## src/rtl/win_addr_ptr.sv

```systemverilog
module win_addr_ptr #(
  parameter int COLS = 240,
  parameter int ROWS = 320,
  localparam int CW = $clog2((COLS > ROWS) ? COLS : ROWS),
  localparam int AW = $clog2(COLS * ROWS)
) (
  input  logic          clk,
  input  logic          rst_n,
  input  logic [CW-1:0] win_xs,
  input  logic [CW-1:0] win_xe,
  input  logic [CW-1:0] win_ys,
  input  logic [CW-1:0] win_ye,
  input  logic          mode_swap,
  input  logic          mirror_col,
  input  logic          mirror_row,
  input  logic          sel_par,
  input  logic          ser_wrap,
  input  logic          par_stall,
  input  logic          ser_start,
  input  logic          ser_cont,
  input  logic          ser_pix,
  input  logic          par_pix,
  input  logic          frame_sync,
  output logic [AW-1:0] ram_addr,
  output logic          ram_we
);

  localparam logic [CW-1:0] CMAX = CW'(COLS - 1);
  localparam logic [CW-1:0] RMAX = CW'(ROWS - 1);

  function automatic logic [2*CW:0] step_pos(input logic [CW-1:0] x, y, xs, xe, ys, ye);
    if (x != xe) return {1'b0, y, CW'(x + CW'(1))};
    if (y != ye) return {1'b0, CW'(y + CW'(1)), xs};
    return {1'b1, ys, xs};
  endfunction

  logic [CW-1:0] xmax, ymax, xs_c, xe_c, ys_c, ye_c;
  assign xmax = mode_swap ? RMAX : CMAX;
  assign ymax = mode_swap ? CMAX : RMAX;
  assign xs_c = (win_xs > xmax) ? xmax : win_xs;
  assign xe_c = (win_xe > xmax) ? xmax : win_xe;
  assign ys_c = (win_ys > ymax) ? ymax : win_ys;
  assign ye_c = (win_ye > ymax) ? ymax : win_ye;

  // serial pointer
  logic [CW-1:0] s_x, s_y, s_cx, s_cy;
  logic          s_pend, s_halt, s_pend_eff, s_go;
  logic [2*CW:0] s_nxt;

  assign s_pend_eff = ser_start | (s_pend & ~ser_cont);
  assign s_cx       = s_pend_eff ? xs_c : s_x;
  assign s_cy       = s_pend_eff ? ys_c : s_y;
  assign s_go       = ser_pix & ~sel_par & (s_pend_eff | ~s_halt);
  assign s_nxt      = step_pos(s_cx, s_cy, xs_c, xe_c, ys_c, ye_c);

  always_ff @(posedge clk or negedge rst_n) begin
    if (!rst_n) begin
      s_x    <= '0;
      s_y    <= '0;
      s_pend <= 1'b0;
      s_halt <= 1'b0;
    end else if (s_go) begin
      s_x    <= s_nxt[CW-1:0];
      s_y    <= s_nxt[2*CW-1:CW];
      s_pend <= 1'b0;
      s_halt <= s_nxt[2*CW] & ~ser_wrap;
    end else begin
      s_pend <= s_pend_eff;
    end
  end

  // parallel pointer
  logic [CW-1:0] p_x, p_y, p_cx, p_cy;
  logic          p_halt, sel_q, p_rst, p_go;
  logic [2*CW:0] p_nxt;

  assign p_rst = sel_par & (~sel_q | (frame_sync & par_stall));
  assign p_cx  = p_rst ? xs_c : p_x;
  assign p_cy  = p_rst ? ys_c : p_y;
  assign p_go  = par_pix & sel_par & (p_rst | ~p_halt);
  assign p_nxt = step_pos(p_cx, p_cy, xs_c, xe_c, ys_c, ye_c);

  always_ff @(posedge clk or negedge rst_n) begin
    if (!rst_n) begin
      p_x    <= '0;
      p_y    <= '0;
      p_halt <= 1'b0;
      sel_q  <= 1'b0;
    end else begin
      sel_q <= sel_par;
      if (p_go) begin
        p_x    <= p_nxt[CW-1:0];
        p_y    <= p_nxt[2*CW-1:CW];
        p_halt <= p_nxt[2*CW] & par_stall;
      end else if (p_rst) begin
        p_x    <= xs_c;
        p_y    <= ys_c;
        p_halt <= 1'b0;
      end
    end
  end

  // physical mapping
  logic [CW-1:0] cx, cy, col_l, row_l, pcol, prow;
  logic          go;

  assign go    = s_go | p_go;
  assign cx    = sel_par ? p_cx : s_cx;
  assign cy    = sel_par ? p_cy : s_cy;
  assign col_l = mode_swap ? cy : cx;
  assign row_l = mode_swap ? cx : cy;
  assign pcol  = mirror_col ? CW'(CMAX - col_l) : col_l;
  assign prow  = mirror_row ? CW'(RMAX - row_l) : row_l;

  always_ff @(posedge clk or negedge rst_n) begin
    if (!rst_n) begin
      ram_we   <= 1'b0;
      ram_addr <= '0;
    end else begin
      ram_we <= go;
      if (go) ram_addr <= AW'(AW'(prow) * AW'(COLS) + AW'(pcol));
    end
  end

endmodule

```

## config.mk

```make
export PLATFORM = sky130hd
export DESIGN_NAME = win_addr_ptr
export DESIGN_NICKNAME = d
export VERILOG_FILES = /design/src/rtl/win_addr_ptr.sv
export SDC_FILE = /design/constraint.sdc
export NUM_CORES = 1
export LEC_CHECK = 0
export ABC_AREA = 0
export BUFFER_PORTS_ARGS = -buffer_cell sky130_fd_sc_hd__buf_2
export CORE_MARGIN = 8
export CORE_UTILIZATION = 35
export DETAILED_ROUTE_END_ITERATION = 8
export PLACE_DENSITY = 0.52
export SKIP_LAST_GASP = 1
export SLEW_MARGIN = 20
export SYNTH_ARGS = -nofsm -noshare
export SYNTH_HDL_FRONTEND = slang
export SYNTH_SLANG_ARGS = --single-unit
```

## constraint.sdc

```tcl
create_clock -name clk -period 8.9 [get_ports clk]
set_input_delay 0.89 -clock clk [delete_from_list [all_inputs] [get_ports clk]]
set_output_delay 0.89 -clock clk [all_outputs]
set_load 0.1 [all_outputs]
```

# Word-level counts from Yosys, hierarchy flattened
# Cells that the tools add are included.
[totals]
rom_bits = 0
ram_bits = 0
inputBits = 49
output_inout_bits = 18
register_bits = 58
latch_bits = 0
n_memories = 0
[classes]
shift = 0
muxes = 35
n_eq_ne = 4
n_div = 0
reduce_logical = 1
order_cmp = 4
add_sub_neg = 7
n_bitwise = 20
multipliers = 1
[ops]
columns = ["operator", "count"]
rows = [
  ["two-way mux 9 bit", 18],
  ["two-way mux 19 bit", 8],
  ["adder 9 x 1 -> 9 bit, second input constant", 4],
  ["> comparator 9 bit", 4],
  ["!= test 9 bit", 4],
  ["adder 17 x 9 -> 17 bit", 1],
  ["multiplier 9 x 4 -> 13 bit, second input constant", 1],
  ["AND 1 bit", 9],
  ["two-way mux 1 bit", 9],
  ["subtractor 8 x 9 -> 9 bit, first input constant", 1],
  ["subtractor 9 bit, first input constant", 1],
  ["NOT 1 bit", 6],
  ["bitwise OR 1 bit", 5],
  ["nonzero test 2 bit", 1],
]

# Depth between registers and ports, before layout
[logic_depth]
depth_word = 11
mapped_depth = 27

# Worst setup path after synthesis
# No wires, ideal clock.
[synth_timing]
path_kind = "input to register"
from = "input port mode_swap"
to = "register ram_addr[16]"
slack_ps = 1415
t_arrival_ps = 7413
stages = 24
path_cell_list = "clkinv_1 buf_1 ha_1 and4_1 buf_6 a211o_1 buf_2 a211oi_1 nor2_1 mux4_2 xor2_1 ha_1 xor2_1 fa_1 inv_1 ha_1 a21oi_1 o21bai_1 a2111oi_0 nor3_1 o311ai_0 nand3_1 or3b_2 nand3_1"
[synth_between]
elab_chain_len = 10
elab_cells_between_ends = 20
cone_classes = "add/sub: 3; mul: 1; order compare: 2; mux: 14"
[synth_rtl]
columns = ["item", "line_no", "rtl"]
rows = [
  ["start: declaration", "13", "input logic mode_swap,"],
  ["two-way mux 9 bit, on equally long branches", "39, 38", ""],
  ["> comparator 9 bit, on equally long branches", "42, 40", ""],
  ["two-way mux 9 bit, on equally long branches", "42, 40", ""],
  ["two-way mux 9 bit, on equally long branches", "-", ""],
  ["two-way mux 9 bit, on equally long branches", "109, 108", ""],
  ["two-way mux 9 bit", "111", "assign row_l = mode_swap ? cx : cy;"],
  ["subtractor 9 bit", "113", "assign prow = mirror_row ? CW'(RMAX - row_l) : row_l;"],
  ["two-way mux 9 bit", "113", ""],
  ["multiplier 9 x 4 -> 13 bit", "121", "if (go) ram_addr <= AW'(AW'(prow) * AW'(COLS) + AW'(pcol));"],
  ["adder 17 x 9 -> 17 bit (*)", "121", ""],
  ["end signal: assignment", "121", ""],
  ["end: declaration", "24", "output logic [AW-1:0] ram_addr,"],
]
# Every way passes the cells marked *; elsewhere a longest branch is shown, timed or not.
# A chain may end at the register's enable or synchronous reset.

# Worst setup path after layout
# Ends and elaborated chain as after synthesis.

==> impl_metrics.toml <==
[sta]
tightest_slew_ps = 1060
setup_viol = 0
post-route-period-util_pct = 88.9
hold_violations = 0
slew_violations = 0
rsz0062_at_grt = "no"
finalSetupTns_ps = 0
relSlewSlack_pct = 28.5
skew_ps = 14.7
fmax_mhz = 126
fin_crit_ps = 7910

[clock_tree]
htreeDepth = 3
path_clk_slew_ps = 50
cts.sinks = 58
cts_tree = "yes"
ctsHoldBuffers = 0
post-cts-setup-buffers = 0
ctsResizeCount = 0
cts_inserted_buffers = 9
clk_latency_ps = 350
clk_path_buf_depth = 2
cts-root-buf = "clkbuf_16"

[logic_synthesis]
yosys.area.top_type = "dfrtp_1"
yosysWarningCount = 0
synth_seq_cells = 58
synthTopCellsByCount = "81 x nand2_1, 79 x nor2_1, 58 x dfrtp_1"
synth_area_leaders = "dfrtp_1 18%, ha_1 6.8%, mux4_2 4.0%, nand2_1 3.9%, nor2_1 3.8%"
ys_seq_area_share_pct = 18.4
synth_top_area_share_pct = 18.4
yosysMostFrequentCell = "nand2_1"
synthArstFlopShare_pct = 100
synth_edf_count = 0
syn_area_per_cell_um2 = 7.89
synthesis.area_mm2 = 0.00789
syn_nets = 1102
synthFlopType = "dfrtp_1"
netlist_instances = 1001
yosysUniqueCellTypes = 95

[place]
port_buffers = 66
dp_hpwl_um = 23000
gp_congestion = 0.956

[pwr]
leakage_nw = 3.71
switching_share_pct = 53.3
p_int_mw = 1.28
p_total_mw = 2.75
pwr-share-comb_pct = 72.8
p_seq_share_pct = 13.9
pwr-share-clk_pct = 13.2
power.density_mw_per_mm2 = 311
p_switching_mw = 1.47
vdd.ir_drop.worst_v = 0.000191

[routing]
drt_iter0_drc = 843
dr.pass1.iters = 5
drc = 0
num_vias = 8325
ant_nets = 0
wl_per_cell_um = 22.2
routed_wl_um = 29700
vias_per_cell = 6.22

[flow_run]
cap_violations = 0

[setup_path]
cp.required_ps = 9180
crit_path_start_kind = "input port"
crit_type = "input port to register"
r2r_cells = 22
end_kind = "register"
critical_path_arrival_ps = 8190
worst-path-max-fanout = 10

[floorplanning]
die-height_um = 166
start_util_pct = 35.3
rows = 55
pin_count = 67
dieArea_mm2 = 0.0276
die_x_um = 166
core_region_area_mm2 = 0.0224

[global_routing]
antenna_found_initial = 0
gr-usage-all-layers_pct = 21.0
grt_overflow = 0
grt_pass1_vias = 7969
grt_max_degree = 59
grt_pass1_wl_um = 46100

[hold_path]
min_path_type = "register to register"
holdPathStages = 2

[layout]
final_net_count = 1151
diodes = 0
drive_gt1_share_pct = 16.1
areaGrowthSynthToFinish_pct = 12.2
num-fill-cells = 2307

[status]
status = "complete, no violations"
logic make-up after synthesis:
kind of cell | Yosys count | synth area share (%)
simple gates | 377 | 24.8
compound gates | 310 | 28.2
buf+inv | 108 | 5.52
flops | 58 | 18.4
fa+ha+maj | 52 | 9.10
xor+xnor | 50 | 5.55
mux | 46 | 8.53
path summary, 6_finish.rpt:
path	end	slack, ps	from
setup / recovery	ram_addr[16]$_DFFE_PN0P_	990	mode_swap
max in group asynchronous	sel_q$_DFF_PN0_	7610	rst_n
hold / removal	ram_addr[11]$_DFFE_PN0P_	470	ram_addr[11]$_DFFE_PN0P_
min in group asynchronous	p_x[0]$_DFF_PN0_	720	rst_n
setup reg to reg	ram_addr[16]$_DFFE_PN0P_	2020	s_pend$_DFF_PN0_
hold reg to reg	ram_addr[11]$_DFFE_PN0P_	470	ram_addr[11]$_DFFE_PN0P_
cell type report:
| type | instances | area, um^2 | share of cell area (%) |
|---|---|---|---|
| Clock inverter | 3 | 40.0 | 0.452 |
| Clock buffer | 11 | 253 | 2.85 |
| Timing Repair Buffer | 95 | 548 | 6.19 |
| Sequential cell | 58 | 1450 | 16.4 |
| Inverter | 51 | 191 | 2.16 |
| Multi-Input combinational cell | 835 | 6020 | 67.9 |
| Tap cell | 285 | 357 | 4.03 |
through the flow:
| step | worst slack [ps] | cells | util (%) | area [um^2] | hold slack [ps] |
|---|---|---|---|---|---|
| finish | 985 | 1338 | 39.6 | 8860 | 469 |
| global route | 353 | 1338 | 39.6 | 8860 | 490 |
| CTS | 1120 | 1338 | 39.6 | 8850 | 475 |
| detailed placement | 773 | 1324 | 38.3 | 8560 | 463 |
| global placement | 965 | 1324 | 38.3 | 8560 | 448 |
| floorplan | 1410 | 1001 | - | 7890 | 449 |
sequential cells by signal, summed over array words and instances, names as in the netlist, 9 cells and up:
signal / count
p_y: 9
s_y: 9
ram_addr: 17
s_x: 9
p_x: 9
power by group through the flow:
stage	Sequential, mW	Clock (mW)	Combinational, mW
2_1_floorplan	0.626	0	1.34
3_3_place_gp	0.387	0	1.99
3_5_place_dp	0.386	0	2.00
4_1_cts	0.383	0.372	2.01
5_1_grt	0.394	0.379	2.22
6_report	0.383	0.364	2.00
routing by layer:
layer  vias to the layer above  wire (um)  track usage [%]
li1                       3944          -                -
met1                      3945      13200             27.6
met2                       370      13200             33.2
met3                        66       2420             4.64
met4                         0        858             8.06
met5                         -          0                0
placed cells by master (no fill, tap or decap), drive strengths merged, types with 33 or more instances in the layout:
| master | synthesis | routed |
|---|---|---|
| nor2 | 82 | 82 |
| dfrtp | 58 | 58 |
| ha | 43 | 43 |
| nor3 | 33 | 33 |
| xnor2 | 33 | 33 |
| inv | 49 | 49 |
| nand3 | 40 | 40 |
| nand2 | 81 | 81 |
| o21ai | 58 | 58 |
| a21oi | 53 | 53 |
| buf | 24 | 95 |
critical path: stages:
cell and delay, ps:
buf_2 90, clkinv_1 330, ha_1 460, and4_1 380
nand4_1 410, nand3_1 410, nand2_1 170, o21ai_0 570
mux4_2 490, inv_1 170, ha_1 320, nand2_1 60
o21ai_0 200, ha_1 360, inv_1 50, fa_1 520
inv_1 40, ha_1 220, a2111oi_0 600, nor3_1 160
o311ai_0 560, nand3_1 180, or3b_2 480, nand3_1 70
No activity file was read; power rests on OpenSTA's default activity.
